[config.mk]
export PLATFORM = sky130hd
export DESIGN_NAME = spi_phase_timer
export DESIGN_NICKNAME = d
export VERILOG_FILES = /design/src/rtl/spi_phase_pkg.sv /design/src/rtl/spi_phase_count.sv /design/src/rtl/spi_phase_ctrl.sv /design/src/rtl/spi_phase_timer.sv
export SDC_FILE = /design/constraint.sdc
export NUM_CORES = 1
export LEC_CHECK = 0
export BUFFER_PORTS_ARGS = -buffer_cell sky130_fd_sc_hd__buf_2
export CAP_MARGIN = 5
export CORE_MARGIN = 10
export CORE_UTILIZATION = 34
export DETAILED_ROUTE_END_ITERATION = 10
export GPL_TIMING_DRIVEN = 0
export HOLD_SLACK_MARGIN = 0.12
export PLACE_DENSITY = 0.7
export SKIP_CTS_REPAIR_TIMING = 1
export SKIP_LAST_GASP = 1
export SLEW_MARGIN = 20
export SYNTH_ARGS = -nofsm -noshare
export SYNTH_HDL_FRONTEND = slang
export SYNTH_SLANG_ARGS = --single-unit
[constraint.sdc]
create_clock -name clk -period 2.1 [get_ports clk]
set_input_delay 0.21 -clock clk [delete_from_list [all_inputs] [get_ports clk]]
set_output_delay 0.21 -clock clk [all_outputs]
set_load 0.005 [all_outputs]
[src/rtl/spi_phase_pkg.sv]
package spi_phase_pkg;

  typedef enum logic [2:0] {
    PH_IDLE,
    PH_SETUP,
    PH_FIRST,   // half at the clock idle level
    PH_SECOND,  // half at the inverted level
    PH_HOLD,
    PH_GAP
  } phase_t;

  typedef enum logic [2:0] {
    LD_SETUP,
    LD_FIRST,
    LD_SECOND,
    LD_HOLD,
    LD_GAP
  } load_t;

  typedef struct packed {
    logic  load;
    load_t loadSel;
    logic  bitInc;
    logic  bitClr;
  } strobe_t;

endpackage

[src/rtl/spi_phase_count.sv]
module spi_phase_count
  import spi_phase_pkg::*;
#(
  parameter int CNT_W     = 8,
  parameter int LEN_W     = 4,
  parameter int BYTE_BITS = 8
) (
  input  logic             clk,
  input  logic             rstN,
  input  strobe_t          ctl,
  input  logic             cpol,
  input  logic [CNT_W-1:0] cfgHigh,
  input  logic [CNT_W-1:0] cfgLow,
  input  logic [CNT_W-1:0] cfgSetup,
  input  logic [CNT_W-1:0] cfgHold,
  input  logic [CNT_W-1:0] cfgIdle,
  input  logic [LEN_W-1:0] cfgLen,
  output logic             cntZero,
  output logic             firstBit,
  output logic             lastBit,
  output logic             byteEdge
);

  localparam int SUB_W = $clog2(BYTE_BITS);
  localparam int IDX_W = LEN_W + SUB_W;

  logic [CNT_W-1:0] phaseCnt;
  logic [CNT_W-1:0] loadVal;
  logic [IDX_W-1:0] bitIdx;

  // The half at the idle level takes the field of that level.
  always_comb begin
    unique case (ctl.loadSel)
      LD_SETUP:  loadVal = cfgSetup;
      LD_FIRST:  loadVal = cpol ? cfgHigh : cfgLow;
      LD_SECOND: loadVal = cpol ? cfgLow : cfgHigh;
      LD_HOLD:   loadVal = cfgHold;
      LD_GAP:    loadVal = cfgIdle;
      default:   loadVal = '0;
    endcase
  end

  always_ff @(posedge clk or negedge rstN) begin
    if (!rstN) begin
      phaseCnt <= '0;
    end else if (ctl.load) begin
      phaseCnt <= loadVal;
    end else if (phaseCnt != '0) begin
      phaseCnt <= phaseCnt - 1'b1;
    end
  end

  // Counts the bits completed so far in the packet.
  always_ff @(posedge clk or negedge rstN) begin
    if (!rstN) begin
      bitIdx <= '0;
    end else if (ctl.bitClr) begin
      bitIdx <= '0;
    end else if (ctl.bitInc) begin
      bitIdx <= bitIdx + 1'b1;
    end
  end

  assign cntZero  = (phaseCnt == '0);
  assign firstBit = (bitIdx == '0);
  assign lastBit  = (bitIdx == {cfgLen, {SUB_W{1'b1}}});
  assign byteEdge = (bitIdx[SUB_W-1:0] == '0);

endmodule

[src/rtl/spi_phase_ctrl.sv]
module spi_phase_ctrl
  import spi_phase_pkg::*;
(
  input  logic    clk,
  input  logic    rstN,
  input  logic    start,
  input  logic    cntZero,
  input  logic    firstBit,
  input  logic    lastBit,
  input  logic    byteEdge,
  input  logic    cpol,
  input  logic    cpha,
  input  logic    csActiveHigh,
  input  logic    sampleAlt,
  output strobe_t ctl,
  output logic    sck,
  output logic    csOut,
  output logic    sampleEn,
  output logic    shiftEn,
  output logic    byteStrobe,
  output logic    busy,
  output logic    done
);

  phase_t state, nxt;
  logic   firstCyc;
  logic   leadEdge, trailEdge, csAct;

  always_comb begin
    nxt         = state;
    ctl.load    = 1'b0;
    ctl.loadSel = LD_SETUP;
    ctl.bitInc  = 1'b0;
    ctl.bitClr  = 1'b0;
    unique case (state)
      PH_IDLE: if (start) begin
        nxt        = PH_SETUP;
        ctl.load   = 1'b1;
        ctl.bitClr = 1'b1;
      end
      PH_SETUP: if (cntZero) begin
        nxt         = PH_FIRST;
        ctl.load    = 1'b1;
        ctl.loadSel = LD_FIRST;
      end
      PH_FIRST: if (cntZero) begin
        nxt         = PH_SECOND;
        ctl.load    = 1'b1;
        ctl.loadSel = LD_SECOND;
      end
      PH_SECOND: if (cntZero) begin
        ctl.load    = 1'b1;
        ctl.bitInc  = 1'b1;
        nxt         = lastBit ? PH_HOLD : PH_FIRST;
        ctl.loadSel = lastBit ? LD_HOLD : LD_FIRST;
      end
      PH_HOLD: if (cntZero) begin
        nxt         = PH_GAP;
        ctl.load    = 1'b1;
        ctl.loadSel = LD_GAP;
      end
      PH_GAP: if (cntZero) nxt = PH_IDLE;
      default: nxt = PH_IDLE;
    endcase
  end

  always_ff @(posedge clk or negedge rstN) begin
    if (!rstN) begin
      state    <= PH_IDLE;
      firstCyc <= 1'b0;
    end else begin
      state    <= nxt;
      firstCyc <= (nxt != state);
    end
  end

  assign leadEdge  = firstCyc && (state == PH_SECOND);
  assign trailEdge = firstCyc && ((state == PH_HOLD) ||
                                  ((state == PH_FIRST) && !firstBit));
  assign csAct     = (state == PH_SETUP) || (state == PH_FIRST) ||
                     (state == PH_SECOND) || (state == PH_HOLD);

  assign sck        = (state == PH_SECOND) ? ~cpol : cpol;
  assign csOut      = csAct ? csActiveHigh : ~csActiveHigh;
  assign sampleEn   = (cpha ^ sampleAlt) ? trailEdge : leadEdge;
  assign shiftEn    = cpha ? leadEdge : (trailEdge && (state == PH_FIRST));
  assign byteStrobe = trailEdge && byteEdge;
  assign busy       = (state != PH_IDLE);
  assign done       = (state == PH_GAP) && cntZero;

endmodule

[src/rtl/spi_phase_timer.sv]
module spi_phase_timer
  import spi_phase_pkg::*;
#(
  parameter int CNT_W = 8,
  parameter int LEN_W = 4
) (
  input  logic             clk,
  input  logic             rstN,
  input  logic             start,
  input  logic [CNT_W-1:0] cfgHigh,
  input  logic [CNT_W-1:0] cfgLow,
  input  logic [CNT_W-1:0] cfgSetup,
  input  logic [CNT_W-1:0] cfgHold,
  input  logic [CNT_W-1:0] cfgIdle,
  input  logic [LEN_W-1:0] cfgLen,
  input  logic             cpol,
  input  logic             cpha,
  input  logic             csActiveHigh,
  input  logic             sampleAlt,
  output logic             sck,
  output logic             csOut,
  output logic             sampleEn,
  output logic             shiftEn,
  output logic             byteStrobe,
  output logic             busy,
  output logic             done
);

  strobe_t ctl;
  logic    cntZero, firstBit, lastBit, byteEdge;

  spi_phase_ctrl uCtrl (
    .clk(clk), .rstN(rstN), .start(start),
    .cntZero(cntZero), .firstBit(firstBit), .lastBit(lastBit), .byteEdge(byteEdge),
    .cpol(cpol), .cpha(cpha), .csActiveHigh(csActiveHigh), .sampleAlt(sampleAlt),
    .ctl(ctl), .sck(sck), .csOut(csOut), .sampleEn(sampleEn), .shiftEn(shiftEn),
    .byteStrobe(byteStrobe), .busy(busy), .done(done)
  );

  spi_phase_count #(.CNT_W(CNT_W), .LEN_W(LEN_W), .BYTE_BITS(8)) uCount (
    .clk(clk), .rstN(rstN), .ctl(ctl), .cpol(cpol),
    .cfgHigh(cfgHigh), .cfgLow(cfgLow), .cfgSetup(cfgSetup),
    .cfgHold(cfgHold), .cfgIdle(cfgIdle), .cfgLen(cfgLen),
    .cntZero(cntZero), .firstBit(firstBit), .lastBit(lastBit), .byteEdge(byteEdge)
  );

endmodule

---- After elaboration in Yosys (flattened, before gate mapping) ----
Index checks and enable logic that the tools add are counted.
storage, ports and cells
  bits in registers ....................... 19
  output and inout bits ................... 7
operators by class
  add/sub/neg operators ................... 2
  eq/ne operators ......................... 11
  multiplexer cells ....................... 29
  bitwise gates (word level) .............. 3
  reduce and logical (&&, ||, !) cells .... 20
operator list
  kind                 number
  $pmux 8 s5           1
  $mux 8               4
  $mux 3               7
  $pmux 3 s6           1
  $mux 7               2
  $eq 3x2->1 const B   4
  $mux 4               3
  $pmux 3 s4           1
  $eq 3x3->1 const B   3
  $logic_not 3->1      3
  $logic_not 8->1      1
  $reduce_bool 8->1    1
  $sub 8x1->8 const B  1
  $add 7x1->7 const B  1
  $eq 7x7->1           1
  $logic_not 7->1      1
  $mux 1               7
  $eq 3x1->1 const B   2
  $logic_and 1x1->1    6
  $mux 5               1
  $pmux 1 s5           1
  $logic_or 1x1->1     4
  $reduce_bool 2->1    2
  $ne 3x3->1           1
  other kinds (5)      6

---- Longest topological paths before layout ----
Gate-level depths: netlist of run 1.
  depth after elaboration ................. 7
  mapped depth ............................ 8
  depth with buffers taken out ............ 7

---- By module ----
From an unflattened synthesis of run 1, not the netlist that was laid out.
second synthesis, totals
  cell total of the unflattened synthesis .. 213
  area, all modules ....................... 1789.2 sq um
modules (own cells, without submodules)
  module           times used  cells each  area an instance (sq um)
  spi_phase_count  1           158         1373.8
  spi_phase_ctrl   1           55          415.4

---- Worst setup path after synthesis of run 1 ----
Ideal clock, no wire load.
  path type ............................... reg-to-reg
  start ................................... register uCount.phaseCnt[0]
  end ..................................... register uCount.bitIdx[6]
  setup time .............................. 0.066 ns
  arrival time ............................ 1.921 ns
  data required time ...................... 2.034 ns
  slack ................................... 0.113 ns
  stages on the path, launching flop included .. 9
  cell sequence ........................... dfrtp_1 > inv_1 > ha_1 > nor4b_4 > and3_1 > buf_4 > nand4_4 > or4_1 > nand2_1
on the way
  cells in the longest elaborated chain, start to end .. 4
RTL lines
  element                      RTL line               source
  from (decl)                  spi_phase_count.sv:27  logic [CNT_W-1:0] phaseCnt;
  from (signal assigned)       spi_phase_count.sv:47  phaseCnt <= loadVal;
  from (signal assigned)       spi_phase_count.sv:49  phaseCnt <= phaseCnt - 1'b1;
  $logic_not 8->1              spi_phase_count.sv:64  assign cntZero = (phaseCnt == '0);
  $mux 5                       spi_phase_ctrl.sv:51   PH_SECOND: if (cntZero) begin
  $mux 1                       spi_phase_ctrl.sv:35   unique case (state)
  $reduce_bool 2->1 (no line)  --
  to (signal assigned)         spi_phase_count.sv:60  bitIdx <= bitIdx + 1'b1;
  to (decl)                    spi_phase_count.sv:29  logic [IDX_W-1:0] bitIdx;
Every way passes these cells.
A chain may end at the register's enable or synchronous reset.

---- Worst setup path in the final report of run 1 ----
  start ................................... register uCount.phaseCnt[0]
  end ..................................... register uCount.phaseCnt[4]
on the way
  cells in the longest elaborated chain, start to end .. 6
RTL lines
  element                                   RTL line               source
  $logic_not 8->1                           spi_phase_count.sv:64
  $mux 5, or another cell as far along      spi_phase_ctrl.sv:51
  $pmux 3 s4                                spi_phase_ctrl.sv:35
  $eq 3x3->1, or another cell as far along  spi_phase_count.sv:33  unique case (ctl.loadSel)
  $pmux 8 s5                                spi_phase_count.sv:33
  $mux 8                                    spi_phase_count.sv:46  end else if (ctl.load) begin
Parallel ways exist; a longest one is shown, timed or not. The select of a mux whose other input is x is not followed.

==> results.md, run 1 <==
- Startpoint Class: register
- Routability cong.: 0.8182
- Period utilization: 102.1%
- Core Region: 4723 sq um
- Crit path max-delay family: simple AND/OR/NAND/NOR gates
- Hold Path Class: input port to register
- Ys Warns: 0
- Outcome: complete, but fails checks
- Post-synth design cell area: 1655 sq um
- Die span in x: 89.78 um
- Total Routing Usage GR: 12.00%
- Final WL: 5315 um
- Sequential power share: 36.9%
- Residual DRC: 0
- Comb power frac: 50.0%
- Routed WL per cell: 15.50 um
- Total congestion overflow: 0
- # nets final: 331
- Post-Synthesis Net Count: 249
- Drt via density: 5.160
- Primary FF master, synth: dfrtp_1
- Fin. Hold Viols: 0
- FILL cells: 457
- Setup tns final: -0.1104 ns
- WP data arrival: 2.32 ns
- HPWL after DPL: 3957 um
- Syn_area_per_cell: 8.489 sq um
- Area growth syn-to-layout: 39.53%
- Post-synth EDFFs: 0
- CTS tree: done
- Worst Setup SP: uCount.phaseCnt[0]
- Rel. slew slack: 60.33%
- Die area: 8060 sq um
- Port-buffer cells: 56
- Skew final: 0.006155 ns
- RSZ-0062 raised after global routing: true
- R2R Path Start: uCount.phaseCnt[0]
- CP max stage delay: 0.40 ns
- Drt first-iter violations: 155
- Critical path's most frequent cell: and3_1
- Pleak: 1.110 nW
- CP bufs+invs: 3
- Sequential fraction of the synthesis area: 28.72%
- Pin count of the biggest net entering global routing: 20
- Worst-path cell chain: inv_1 > ha_2 > nor4b_4 > buf_4 > and3_1 > buf_6 > and3_1 > nand2_1 > a41oi_2
- Share of the synthesized area in the top cell type: 28.72%
- Worst setup margin: -0.04326 ns
- Vias in the first global route: 1743
- Asr flop ratio synth: 100.0%
- ANT cells: 0
- # rows: 25
- # Max-Cap Violations: 0
- Failing checks: setup timing
- Clock Tree Buf Depth: 2
- Clk pin slew, worst setup/hold paths: 0.08 ns
- FF+latch count, synth: 19
- Place WS: -0.3137 ns
- Critical path required time: 2.28 ns
- Routed via count: 1770
- Initial antenna violation count: 0
- Clock sink count: 19
- Critical path class: register to register
- Worst-Skew Late Latency: 0.26 ns
- DRT Pass-1 Iters: 4
- Fin. max-slew vios: 0
- Switching part of the total: 40.35%
- Count of final setup violators: 5
- Root Buffer: clkbuf_8
- Area leader, netlist: dfrtp_1
- Detail Route Antenna Nets: 0
- VDD IR max: 389.0 uV
- Post-Syn Instances: 195
- Starting density of the core: 35.05%
- Tmin final: 2.143 ns
- Slowest-stage cell, CP: dfrtp_1
- Crit end category: register
- Cell Pwr Density: 865.7 nW/um^2
- Peak Freq: 466.6 MHz
- Reported net switching power: 806.7 uW
- Die Ht: 89.78 um
- Power share of the clock group: 13.1%
- Netlist cell types: 47
- Hold wc startpoint: cfgHold[4]
- Largest cells by area after synthesis: dfrtp_1 29%, mux2i_1 11%, xnor2_1 4.2%
- Actual slew at the worst max-slew pin: 0.5950 ns
- IO Pins: 58
- Peak fanout along the critical path: 6
- H-tree levels: 1
- Share of cells above drive strength 1: 36.96%
- Int Pwr: 1.193 mW
- TritonCTS Buffers: 3
- First-pass GRT wire length: 8307 um
[routing by layer]
| layer | track usage (%) | part of all wire, % | routed length, um |
|---|---|---|---|
| met2 | 21.25 | 52 | 2743 |
| met5 | 0 | 0 | 0 |
| met4 | 3.100 | 1.8 | 95 |
| met1 | 14.66 | 43 | 2299 |
| met3 | 1.746 | 3.3 | 176 |
[path summary, 6_finish.rpt]
| kind | slack [ns] | cells after the start | end |
|---|---|---|---|
| min in group asynchronous | 0.42 | 2 | uCount.phaseCnt[3] |
| max | -0.04 | 9 | uCount.phaseCnt[4] |
| min | 0.29 | 3 | uCount.phaseCnt[4] |
| max reg2reg | -0.04 | 9 | uCount.phaseCnt[4] |
| min reg2reg | 0.59 | 2 | uCount.bitIdx[1] |
| max in group asynchronous | 1.38 | 2 | uCtrl.state[0] |
[sequential cells by signal, summed over array words and instances, names as in the netlist]
name,count
uCount.phaseCnt,8
uCount.bitIdx,7
uCtrl.firstCyc,1
uCtrl.state,3
[placed cells by master, fill, tap and decap left out, types with 2 or more instances in the layout]
cell,n
clkbuf_8,3
buf_6,4
nor3_1,5
ha_1,2
and3_1,4
nor2_1,16
nand4_1,3
mux2i_1,18
dfrtp_1,19
nand3_1,4
a22oi_1,5
xor2_1,8
o21ai_0,9
o2bb2ai_1,5
o32a_1,2
nand2_1,12
o22ai_1,4
nor3_2,2
nand3_2,2
buf_4,20
o31ai_1,2
a2bb2oi_1,2
a21o_1,4
inv_1,11
buf_2,58
xnor2_1,8
a211oi_1,2
a21oi_1,5
or2_0,2
or4_1,2
nor4_1,2
o21ai_1,4
[logic make-up after synthesis]
family                     count (synthesis)  synth area share [%]
buffers and inverters                     20                 4.913
adders and majority gates                  3                 2.268
DFF                                       19                 28.72
AOI/OAI and AO/OA                         52                 21.69
xor gates and xnor gates                  16                 8.466
and+or+nand+nor                           66                 22.37
muxes                                     19                 11.56
[tightest hold or removal path, stage by stage]
cell     delay (ns)
buf_2          0.10
nand2_1        0.07
a41oi_2        0.12
[Yosys cell counts, types with 2 or more instances]
cell type  number
nor4_1          2
a21o_1          4
nand2_1        12
o2bb2ai_1       5
nand4_1         3
o22ai_1         4
a211oi_1        3
o32a_1          2
nor2_1         16
mux2i_1        18
nand3_1         6
or2_0           2
xor2_1          8
ha_1            3
nor3_1          7
clkbuf_1        5
nor3b_1         3
or4_1           2
a21oi_1         5
o21ai_0        13
inv_1          11
a22oi_1         5
a2bb2oi_1       2
and3_1          4
o31ai_1         2
dfrtp_1        19
xnor2_1         8
buf_2           2
[final cells by class]
| cell class | count | area [sq um] | share of cell area [%] |
|---|---|---|---|
| clock buffers | 3 | 41.29 | 1.788 |
| flip-flops and latches | 19 | 475.5 | 20.59 |
| plain buffers | 7 | 45.04 | 1.950 |
| inverters | 11 | 41.29 | 1.788 |
| repair buffers | 79 | 462.9 | 20.04 |
| clock inverters | 1 | 5.005 | 0.2167 |
| multi-input cells | 156 | 1155 | 50.00 |
| well taps | 67 | 83.83 | 3.629 |
[stage by stage]
step | instance area [sq um] | cells | hold WS [ns] | utilization [%] | total power [mW]
CTS | 2071 | 322 | -0.1007 | 43.84 | 1.838
global route | 2310 | 343 | 0.3023 | 48.90 | 2.181
global placement | 2019 | 318 | 0.1759 | 42.75 | 1.551
detailed placement | 2024 | 318 | 0.1759 | 42.86 | 1.582
floorplan | 1655 | 195 | -0.08559 | - | 1.335
finish | 2310 | 343 | 0.2909 | 48.90 | 2.000
[power groups by stage]
stage          clock network [mW]  logic, mW  registers [mW]
2_1_floorplan                   0      0.637           0.699
3_3_place_gp                    0      0.820           0.731
3_5_place_dp                    0      0.839           0.742
4_1_cts                     0.258      0.846           0.734
5_1_grt                     0.284       1.13           0.771
6_report                    0.261       1.00           0.738
Power figures use the tool's default switching activity.
==> run 2: changes to the inputs <==
PLACE_DENSITY = not set   (was 0.7)
==> run 2 against run 1 <==
  * The flow now finishes without violations
  * Flip-flop and latch count is the same
  * Clock power is essentially flat
  * Cell count shrank 1.7%
  * Non-clock buffer count shrank 6
  * Combinational power grew 6%
  * Cell area grew 0.11%
  * Utilization grew 0.053 points
  * Setup slack gained 0.073 ns
  * Clock skew shrank 0.0033 ns
  * Sequential power grew 1%
  * Global-route usage is essentially flat
  * Critical path depth shrank 2
==> results.md, run 2 (synthesis gave the netlist of run 1 again) <==
- Outcome: finished clean
- Hold wc startpoint: cfgHold[4]
- ANT cells: 0
- Crit end category: register
- VDD IR max: 567.4 uV
- IO Pins: 58
- Detail Route Antenna Nets: 0
- Power Total: 2.074 mW
- Share of cells above drive strength 1: 38.15%
- Switching part of the total: 40.76%
- Storage cell area: 475.5 sq um
- Design Area, Final: 2312 sq um
- # rows: 25
- HPWL after DPL: 3893 um
- Period utilization: 98.56%
- Clk pin slew, worst setup/hold paths: 0.07 ns
- Reported net switching power: 845.3 uW
- Drt via density: 5.074
- Area of the multi-input gates: 1207 sq um
- Hold Path Class: input port to register
- Actual slew at the worst max-slew pin: 0.5640 ns
- Startpoint Class: register
- Port-buffer cells: 56
- Depth of the worst register-to-register path: 7
- FILL cells: 487
- Int Pwr: 1.228 mW
- Power share of the clock group: 12.6%
- Clock sink count: 19
- Clock Tree Buf Depth: 2
- H-tree levels: 1
- Total congestion overflow: 0
- WP data arrival: 2.26 ns
- Pleak: 1.081 nW
- Pin count of the biggest net entering global routing: 20
- Final WL: 5258 um
- Peak fanout along the critical path: 5
- Slowest-stage cell, CP: a311o_2
- Leading cell type in the layout, fill and taps excluded: buf_2
- RSZ-0062 raised after global routing: true
- Routability cong.: 0.7702
- Root Buffer: clkbuf_8
- Fin. Hold Viols: 0
- Sequential power share: 36.1%
- Die span in x: 89.78 um
- Total Routing Usage GR: 11.98%
- Largest register FFs: 8
- Vias in the first global route: 1639
- Worst-Skew Late Latency: 0.26 ns
- Fin. max-slew vios: 0
- DRT Pass-1 Iters: 4
- Die area: 8060 sq um
- Rel. slew slack: 62.40%
- Die Ht: 89.78 um
- CP endpoint: uCount.phaseCnt[1]
- CP max stage delay: 0.46 ns
- Critical path class: register to register
- Drt first-iter violations: 172
- Starting density of the core: 35.05%
- Cell Pwr Density: 896.9 nW/um^2
- Count of final setup violators: 0
- Initial antenna violation count: 0
- Tmin final: 2.070 ns
- Comb power frac: 51.3%
- Top reg by flops: uCount.phaseCnt
- Regs by FF count: uCount.phaseCnt (8), uCount.bitIdx (7), uCtrl.state (3)
- Worst Setup SP: uCount.phaseCnt[0]
- First-pass GRT wire length: 8052 um
- FF-to-FF setup slack: 0.03 ns
- Residual DRC: 0
- Skew final: 0.002817 ns
- # Max-Cap Violations: 0
- CTS tree: done
- Routed via count: 1710
- TritonCTS Buffers: 3
- Critical path required time: 2.29 ns
- # nets final: 325
- RR Endpoint: uCount.phaseCnt[1]
- Placed instance area: 2024 sq um
- R2R Path Start: uCount.phaseCnt[0]
- Peak Freq: 483.1 MHz
- Hold Slack: 0.2826 ns
- Most frequent cells in the layout: 58 x buf_2, 19 x dfrtp_1, 18 x mux2i_1, 16 x nor2_1, 15 x buf_4
- Routed WL per cell: 15.60 um
- Worst-path cell chain: inv_2 > ha_4 > nor4b_4 > nand3_2 > a311o_2 > or2_0 > a2bb2oi_2
- Area growth syn-to-layout: 39.68%
- Core Region: 4723 sq um
[run 2: power by group through the flow]
stage | logic (mW) | registers [mW] | clock network [mW]
3_5_place_dp | 0.835 | 0.737 | 0
5_1_grt | 1.18 | 0.777 | 0.286
6_report | 1.06 | 0.748 | 0.262
4_1_cts | 0.839 | 0.731 | 0.271
2_1_floorplan | 0.637 | 0.699 | 0
3_3_place_gp | 0.822 | 0.733 | 0
[run 2: how the worst min path moves through the flow]
stage / endpoint / cells past startpoint
2_1_floorplan: uCount.bitIdx[0] / 0
3_3_place_gp: uCount.bitIdx[1] / 1
3_5_place_dp: uCount.bitIdx[0] / 1
4_1_cts: uCtrl.firstCyc / 1
5_1_grt: uCount.phaseCnt[1] / 3
6_report: uCount.phaseCnt[4] / 3
[run 2: critical path, delay by kind of cell, from the launching register on]
family | cells | cell delay, ns
AOI/OAI and AO/OA | 2 | 0.60
adders and majority gates | 1 | 0.14
buffers and inverters | 1 | 0.08
DFF | 1 | 0.41
and+or+nand+nor | 3 | 0.76
[run 2: through the flow]
stage | TNS (ns) | std cells | utilization (%) | setup slack, ns
2_1_floorplan | 0 | 195 | - | 0.1130
3_3_place_gp | -4.253 | 318 | 42.75 | -0.7065
3_5_place_dp | -2.510 | 318 | 42.86 | -0.3212
4_1_cts | -3.893 | 322 | 43.81 | -0.5196
5_1_grt | -0.2712 | 337 | 48.95 | -0.05316
6_report | 0 | 337 | 48.95 | 0.03016
[run 2: layer usage]
layer	up-vias	track usage, %	part of all wire [%]
li1	868	-	-
met1	788	15.44	46
met2	50	19.61	49
met3	4	2.743	4.5
met4	0	2.830	0.80
met5	-	0	0
[run 2: area by class of cell]
| type | instances | share of cell area [%] |
|---|---|---|
| Inverter | 11 | 1.786 |
| Buffer | 7 | 1.948 |
| Tap cell | 67 | 3.626 |
| Sequential cell | 19 | 20.56 |
| Clock buffer | 4 | 1.948 |
| Timing Repair Buffer | 73 | 17.91 |
| Multi-Input combinational cell | 156 | 52.22 |
